[src/rtl/dram_dout_pkg.sv]
package dram_dout_pkg;

   typedef struct packed {
      logic ras_n;
      logic cas_n;
      logic we_n;
      logic oe_n;
   } dout_ctl_t;

   localparam dout_ctl_t CTL_IDLE = '{ras_n: 1'b1, cas_n: 1'b1, we_n: 1'b1, oe_n: 1'b1};

endpackage

[src/rtl/dram_dout_sync.sv]
module dram_dout_sync
   import dram_dout_pkg::*;
#(
   parameter int DATA_W = 8,
   parameter int STAGES = 2
) (
   input  logic              clk,
   input  logic              rst_n,
   input  dout_ctl_t         ctl_in,
   input  logic [DATA_W-1:0] data_in,
   output dout_ctl_t         ctl_cur,
   output logic [DATA_W-1:0] data_cur,
   output logic              prev_ras_n,
   output logic              prev_cas_n
);

   generate
      if (STAGES == 1) begin : g_single
         always_ff @(posedge clk or negedge rst_n) begin
            if (!rst_n) begin
               ctl_cur  <= CTL_IDLE;
               data_cur <= '0;
            end else begin
               ctl_cur  <= ctl_in;
               data_cur <= data_in;
            end
         end
      end else begin : g_chain
         dout_ctl_t         ctl_q  [STAGES];
         logic [DATA_W-1:0] data_q [STAGES];
         always_ff @(posedge clk or negedge rst_n) begin
            if (!rst_n) begin
               for (int i = 0; i < STAGES; i++) begin
                  ctl_q[i]  <= CTL_IDLE;
                  data_q[i] <= '0;
               end
            end else begin
               ctl_q[0]  <= ctl_in;
               data_q[0] <= data_in;
               for (int i = 1; i < STAGES; i++) begin
                  ctl_q[i]  <= ctl_q[i-1];
                  data_q[i] <= data_q[i-1];
               end
            end
         end
         assign ctl_cur  = ctl_q[STAGES-1];
         assign data_cur = data_q[STAGES-1];
      end
   endgenerate

   always_ff @(posedge clk or negedge rst_n) begin
      if (!rst_n) begin
         prev_ras_n <= 1'b1;
         prev_cas_n <= 1'b1;
      end else begin
         prev_ras_n <= ctl_cur.ras_n;
         prev_cas_n <= ctl_cur.cas_n;
      end
   end

endmodule

[src/rtl/dram_dout_cycle.sv]
module dram_dout_cycle (
   input  logic clk,
   input  logic rst_n,
   input  logic cur_ras_n,
   input  logic cur_cas_n,
   input  logic cur_we_n,
   input  logic prev_ras_n,
   input  logic prev_cas_n,
   output logic path_nxt,
   output logic hold_nxt,
   output logic cbr_q
);

   logic row_q, early_q, hold_q, path_q;
   logic row_nxt, cbr_nxt, early_nxt;
   logic ras_fall, ras_rise, cas_fall;

   assign ras_fall = prev_ras_n & ~cur_ras_n;
   assign ras_rise = ~prev_ras_n & cur_ras_n;
   assign cas_fall = prev_cas_n & ~cur_cas_n;

   always_comb begin
      row_nxt = row_q;
      cbr_nxt = cbr_q;
      if (cur_ras_n) begin
         row_nxt = 1'b0;
         cbr_nxt = 1'b0;
      end else if (ras_fall) begin
         row_nxt = cur_cas_n;
         cbr_nxt = ~cur_cas_n;
      end

      early_nxt = early_q;
      if (cur_cas_n || !row_nxt)
         early_nxt = 1'b0;
      else if (cas_fall)
         early_nxt = ~cur_we_n;

      path_nxt = row_nxt & ~cur_cas_n & ~early_nxt & cur_we_n;

      hold_nxt = hold_q;
      if (cur_cas_n)
         hold_nxt = 1'b0;
      else if (ras_rise && path_q)
         hold_nxt = 1'b1;
   end

   always_ff @(posedge clk or negedge rst_n) begin
      if (!rst_n) begin
         row_q   <= 1'b0;
         cbr_q   <= 1'b0;
         early_q <= 1'b0;
         hold_q  <= 1'b0;
         path_q  <= 1'b0;
      end else begin
         row_q   <= row_nxt;
         cbr_q   <= cbr_nxt;
         early_q <= early_nxt;
         hold_q  <= hold_nxt;
         path_q  <= path_nxt;
      end
   end

endmodule

[src/rtl/dram_dout_latch.sv]
module dram_dout_latch #(
   parameter int DATA_W = 8
) (
   input  logic              clk,
   input  logic              rst_n,
   input  logic              path_nxt,
   input  logic              hold_nxt,
   input  logic              cur_we_n,
   input  logic              cur_oe_n,
   input  logic [DATA_W-1:0] data_cur,
   output logic [DATA_W-1:0] dq_out,
   output logic              dq_oe
);

   logic drive_nxt;

   assign drive_nxt = (path_nxt | hold_nxt) & ~cur_oe_n & cur_we_n;

   always_ff @(posedge clk or negedge rst_n) begin
      if (!rst_n) begin
         dq_out <= '0;
         dq_oe  <= 1'b0;
      end else begin
         if (path_nxt)
            dq_out <= data_cur;
         dq_oe <= drive_nxt;
      end
   end

endmodule

[src/rtl/dram_dout_ctrl.sv]
module dram_dout_ctrl
   import dram_dout_pkg::*;
#(
   parameter int DATA_W      = 8,
   parameter int SYNC_STAGES = 2
) (
   input  logic              clk,
   input  logic              rst_n,
   input  logic              ras_n,
   input  logic              cas_n,
   input  logic              we_n,
   input  logic              oe_n,
   input  logic [DATA_W-1:0] rd_data,
   output logic [DATA_W-1:0] dq_out,
   output logic              dq_oe
);

   generate
      if (DATA_W < 1) begin : g_bad_width
         $error("dram_dout_ctrl: DATA_W must be at least 1");
      end
      if (SYNC_STAGES < 1) begin : g_bad_stages
         $error("dram_dout_ctrl: SYNC_STAGES must be at least 1");
      end
   endgenerate

   dout_ctl_t         ctl_in, ctl_cur;
   logic [DATA_W-1:0] data_cur;
   logic              prev_ras_n, prev_cas_n;
   logic              path_nxt, hold_nxt, cbr_q;

   assign ctl_in = '{ras_n: ras_n, cas_n: cas_n, we_n: we_n, oe_n: oe_n};

   dram_dout_sync #(.DATA_W(DATA_W), .STAGES(SYNC_STAGES)) u_sync (
      .clk        (clk),
      .rst_n      (rst_n),
      .ctl_in     (ctl_in),
      .data_in    (rd_data),
      .ctl_cur    (ctl_cur),
      .data_cur   (data_cur),
      .prev_ras_n (prev_ras_n),
      .prev_cas_n (prev_cas_n)
   );

   dram_dout_cycle u_cycle (
      .clk        (clk),
      .rst_n      (rst_n),
      .cur_ras_n  (ctl_cur.ras_n),
      .cur_cas_n  (ctl_cur.cas_n),
      .cur_we_n   (ctl_cur.we_n),
      .prev_ras_n (prev_ras_n),
      .prev_cas_n (prev_cas_n),
      .path_nxt   (path_nxt),
      .hold_nxt   (hold_nxt),
      .cbr_q      (cbr_q)
   );

   dram_dout_latch #(.DATA_W(DATA_W)) u_latch (
      .clk      (clk),
      .rst_n    (rst_n),
      .path_nxt (path_nxt),
      .hold_nxt (hold_nxt),
      .cur_we_n (ctl_cur.we_n),
      .cur_oe_n (ctl_cur.oe_n),
      .data_cur (data_cur),
      .dq_out   (dq_out),
      .dq_oe    (dq_oe)
   );

endmodule

[config.mk]
export PLATFORM = sky130hd
export DESIGN_NAME = dram_dout_ctrl
export DESIGN_NICKNAME = d
export VERILOG_FILES = /design/src/rtl/dram_dout_pkg.sv /design/src/rtl/dram_dout_sync.sv /design/src/rtl/dram_dout_cycle.sv /design/src/rtl/dram_dout_latch.sv /design/src/rtl/dram_dout_ctrl.sv
export SDC_FILE = /design/constraint.sdc
export NUM_CORES = 1
export LEC_CHECK = 0
export BUFFER_PORTS_ARGS = -buffer_cell sky130_fd_sc_hd__buf_2
export CAP_MARGIN = 10
export CORE_MARGIN = 4
export CORE_UTILIZATION = 53
export DETAILED_ROUTE_END_ITERATION = 10
export PLACE_DENSITY = 0.81
export SETUP_SLACK_MARGIN = 0.02
export SYNTH_ARGS = -nofsm -noshare
export SYNTH_HDL_FRONTEND = slang
export SYNTH_HIERARCHICAL = 1
export SYNTH_SLANG_ARGS = --single-unit
[constraint.sdc]
create_clock -name clk -period 2.75 [get_ports clk]
set_clock_uncertainty 0.2 [all_clocks]
set_input_delay 0.275 -clock clk [delete_from_list [all_inputs] [get_ports clk]]
set_output_delay 0.275 -clock clk [all_outputs]
set_load 0.005 [all_outputs]
* Word level (Yosys, flattened, before mapping)
Cells that the tools add are included.
** Word-level totals
- Word-level logic and storage cells :: 42
- Register bits after elaboration :: 39
** Operators by class
- Mux-type cells :: 6
- Bitwise logic cells :: 15
- Reductions and logical operators :: 3
** Operators by type and width (number)
- 1-bit AND :: 8
- 1-bit two-way mux :: 6
- 1-bit NOT :: 6
- 1-bit logical AND :: 1
- 1-bit logical NOT :: 1
- 1-bit logical OR :: 1
- 1-bit OR :: 1

* Longest topological paths before layout
- Word-level depth :: 13
- Mapped depth :: 6
- Mapped depth without buffers :: 4

* By module
The synthesis kept the hierarchy.
** By module, submodules not included
- dram_dout_sync :: cells each 38, instances 1, area an instance 753.2 µm²
- dram_dout_latch :: cells each 20, instances 1, area an instance 367.9 µm²
- dram_dout_cycle :: cells each 19, instances 1, area an instance 220.2 µm²

* Least setup slack after synthesis
No wires, ideal clock.
- Kind :: reg-to-reg
- Start point :: reg u_sync.g_chain.ctl_q (netlist bit u_sync/ctl_cur[3])
- End point :: reg u_latch.dq_out[0]
- Cell stages (with the launch flop) :: 6
- Path buffers :: 2
- Data arrival time :: 1.679 ns
- Setup slack :: 0.746 ns
- Path through :: dfstp_2 -> buf_4 -> or4b_4 -> nor3b_2 -> buf_6 -> mux2_4
** On the way
- Cells in the longest elaborated chain, start to end :: 10
- Elaborated cells between the ends (all ways) :: 11
- Classes of those cells :: 3 x mux; 6 x bitwise; 2 x reduce/logical
** Ends and longest elaborated chain
- start: declaration :: RTL line dram_dout_sync.sv:29 : dout_ctl_t ctl_q [STAGES];
- start signal: indexed assignment :: RTL line dram_dout_sync.sv:41 : ctl_q[i] <= ctl_q[i-1];
- 1-bit NOT :: RTL line dram_dout_cycle.sv:18 : assign ras_fall = prev_ras_n & ~cur_ras_n;
- 1-bit AND :: RTL line dram_dout_cycle.sv:18
- 1-bit two-way mux :: RTL line dram_dout_cycle.sv:28 : end else if (ras_fall) begin
- 1-bit two-way mux * :: RTL line dram_dout_cycle.sv:25 : if (cur_ras_n) begin
- 1-bit logical NOT :: RTL line dram_dout_cycle.sv:34 : if (cur_cas_n || !row_nxt)
- 1-bit logical OR :: RTL line dram_dout_cycle.sv:34
- 1-bit two-way mux :: RTL line dram_dout_cycle.sv:34
- 1-bit NOT :: RTL line dram_dout_cycle.sv:39 : path_nxt = row_nxt & ~cur_cas_n & ~early_nxt & cur_we_n;
- 1-bit AND * (2 in series) :: RTL line dram_dout_cycle.sv:39
- via path_nxt :: RTL line dram_dout_ctrl.sv:30 : logic path_nxt, hold_nxt, cbr_q;
- end signal: assignment :: RTL line dram_dout_latch.sv:25 : dq_out <= data_cur;
- end: declaration :: RTL line dram_dout_latch.sv:11 : output logic [DATA_W-1:0] dq_out,
Mark *: on every way through the listed nets, which the timed path passes. The rest lies on a longest branch.
A chain may end at the register's enable or synchronous reset.

* Worst setup path after layout
- Start point :: reg u_sync.g_chain.ctl_q (netlist bit u_sync/ctl_cur[3])
- End point :: reg u_latch.dq_out[1]
The elaborated chain is that of the path after synthesis.

==> summary.md <==
| Metric | Value |
|---|---|
| Worst Setup Slack, final | 0.795 ns |
| Row count | 17 |
| Number of max-cap violations | 0 |
| Critical setup path kind | reg -> reg |
| CTS hold repair buffers | 13 |
| M1 WL | 665 um |
| Wire length of the first global-routing pass | 3290 um |
| Initial core utilization | 57.1% |
| DRC viols | 0 |
| Nets@finish | 117 |
| Fraction of layout cells with a size suffix above 1 | 48.1% |
| CP startpoint kind | flip-flop |
| Pins Over Slew Limit | 0 |
| CP max FO | 10 |
| Final Cycle Share | 71.1% |
| First-pass iteration count of the detailed router | 4 |
| Post-DP HPWL | 1150 um |
| Drt wl/cell | 13.8 um |
| GR Overflow Total | 0 |
| Post-synthesis cell count | 73 |
| Die span in y | 57.5 um |
| Unrepaired setup endpoints after global routing | false |
| Pin count of the biggest net entering global routing | 40 |
| Worst EP required | 2.77 ns |
| Initial antenna violation count | 0 |
| CTS max path bufs | 2 |
| Routability cong. | 0.757 |
| Port bufs | 22 |
| Worst slack at placement | 0.789 ns |
| Via count | 612 |
| Syn Area/Cell | 17.8 um2 |
| Area delta synth->final | 19.8% |
| Clock sinks | 39 |
| Hold WC Path Type | reg -> reg |
| Post-Place Cells | 111 |
| Reg2reg path depth | 4 |
| Cell Area, Synth | 0.00130 mm2 |
| Ant diodes | 0 |
| Final Hold Fails | 0 |
| Worst r2r src | u_sync/ctl_cur[3] |
| CP Cell Sequence | or4b_4 -> nor3b_2 -> buf_4 -> mux2_4 |
| Final core utilization | 68.4% |
| WL met2 | 1020 um |
| Core area | 0.00228 mm2 |
| Num ports | 23 |
| FF-to-FF setup slack | 0.79 ns |
| Relative slew slack | 47.6% |
| Highest metal used | met4 |
| YS warnings | 6 |
| Clk root buf | clkbuf_4 |
| Max VDD drop | 643 uV |
| Slowest CP cell | or4b_4 |
| Leakage | 0.000745 uW |
| Critical Path End | u_latch/dq_out[1] |
| WL final | 1820 um |
| Critical path's largest stage delay | 0.54 ns |
| Detail Route Antenna Nets | 0 |
| Worst EP arrival | 1.98 ns |
| Final setup vio count | 0 |
| Worst setup path start | u_sync/ctl_cur[3] |
| Met3 Routed Length | 101 um |
| Clock Latency Late Sink | 0.34 ns |
| FF-to-FF End | u_latch/dq_out[1] |
| Post-CTS Setup Bufs | 0 |
| Post-CTS Resized | 0 |
| Power per Cell Area | 696 mW/mm2 |
| Clock transition at path regs | 0.10 ns |
| Vias in the first global route | 703 |
| Detailed Route Iter0 Violations | 2 |
| Avg Vias per Cell | 4.64 |
| Chip Width | 57.5 um |
| CTS H-tree lvls | 2 |
| CTS tree | yes |
| CTS Buf Count | 5 |
| Tot GR Track Use | 14.2% |
| Outcome | completed |
| Die area | 0.00331 mm2 |
| Sum Neg Setup Slack | 0 ns |
| Min Clock Period, post-route | 1.96 ns |
| Critical Path End Type | flip-flop |
| Synth Net Count | 87 |
| Least-Margin Pin Slew | 0.786 ns |
| Post-Layout Cell Count | 132 |
| Fmax | 0.511 GHz |
## flip-flops by register name, indices dropped and copies added, names as in the netlist
| name | cells |
|---|---|
| u_cycle/early_q | 1 |
| u_cycle/hold_q | 1 |
| u_cycle/path_q | 1 |
| u_cycle/row_q | 1 |
| u_latch/dq_oe | 1 |
| u_latch/dq_out | 8 |
| u_sync/ctl_cur | 4 |
| u_sync/data_cur | 8 |
| u_sync/g_chain.ctl_q | 4 |
| u_sync/g_chain.data_q | 8 |
| u_sync/prev_cas_n | 1 |
| u_sync/prev_ras_n | 1 |
## cell type report
type,instances,area (um2)
clock buffers,5,37.5
repair buffers,36,248
fillers,155,719
clock inverters,3,38.8
multi-input cells,19,201
inverters,2,7.51
flip-flops and latches,39,988
well taps,28,35.0
## worst max-delay path, delay by kind of cell, from the launching register on
family                 cells  cell delay [ns]
DFF                        1             0.40
muxes                      1             0.32
buffers and inverters      1             0.23
and+or+nand+nor            2             0.70
## placed cells by master (no fill, tap or decap)
master	n
or4b_4	1
clkbuf_4	5
bufinv_16	1
nor3b_2	1
clkinv_1	1
inv_1	2
nor2_1	2
mux2_4	8
nand2b_1	2
nor3b_1	1
clkinv_2	1
buf_4	1
buf_2	22
a21oi_1	2
mux2i_1	1
dfstp_2	10
dlygate4sd3_1	13
nand3b_1	1
dfrtp_1	29
## report_power, final
part	leakage (uW)	switching, uW	internal [uW]
Clock	0.0000426	170	187
Combinational	0.000236	31.3	57.5
Sequential	0.000466	19.4	618
Total	0.000745	221	863
## how the worst min path moves through the flow
| stage | from | end | slack, ns | depth (start not counted) |
|---|---|---|---|---|
| finish | u_sync/g_chain.data_q[13] | u_sync/data_cur[5] | 0.16 | 0 |
| floorplan | rst_n | u_cycle/early_q | -0.22 | 0 |
| global route | u_sync/g_chain.ctl_q[5] | u_sync/ctl_cur[1] | 0.17 | 0 |
| detailed placement | u_sync/g_chain.data_q[11] | u_sync/data_cur[3] | 0.14 | 0 |
| CTS | u_sync/g_chain.data_q[13] | u_sync/data_cur[5] | 0.16 | 0 |
| global placement | u_sync/g_chain.data_q[15] | u_sync/data_cur[7] | 0.13 | 0 |
## per-stage QoR
stage                     total power (uW)  cell area (um2)  hold WS [ns]
final                                 1080             1560         0.159
after floorplan                        689             1300        -0.221
after global routing                  1140             1560         0.166
after CTS                             1100             1560         0.161
after global placement                 719             1350         0.132
after detailed placement               725             1350         0.136
## routing by layer
layer | global-route usage, % | up-vias
li1 | - | 283
met1 | 14.8 | 309
met2 | 24.0 | 15
met5 | 0 | -
met3 | 7.01 | 5
met4 | 5.96 | 0
(Power assumes the default switching activity.)
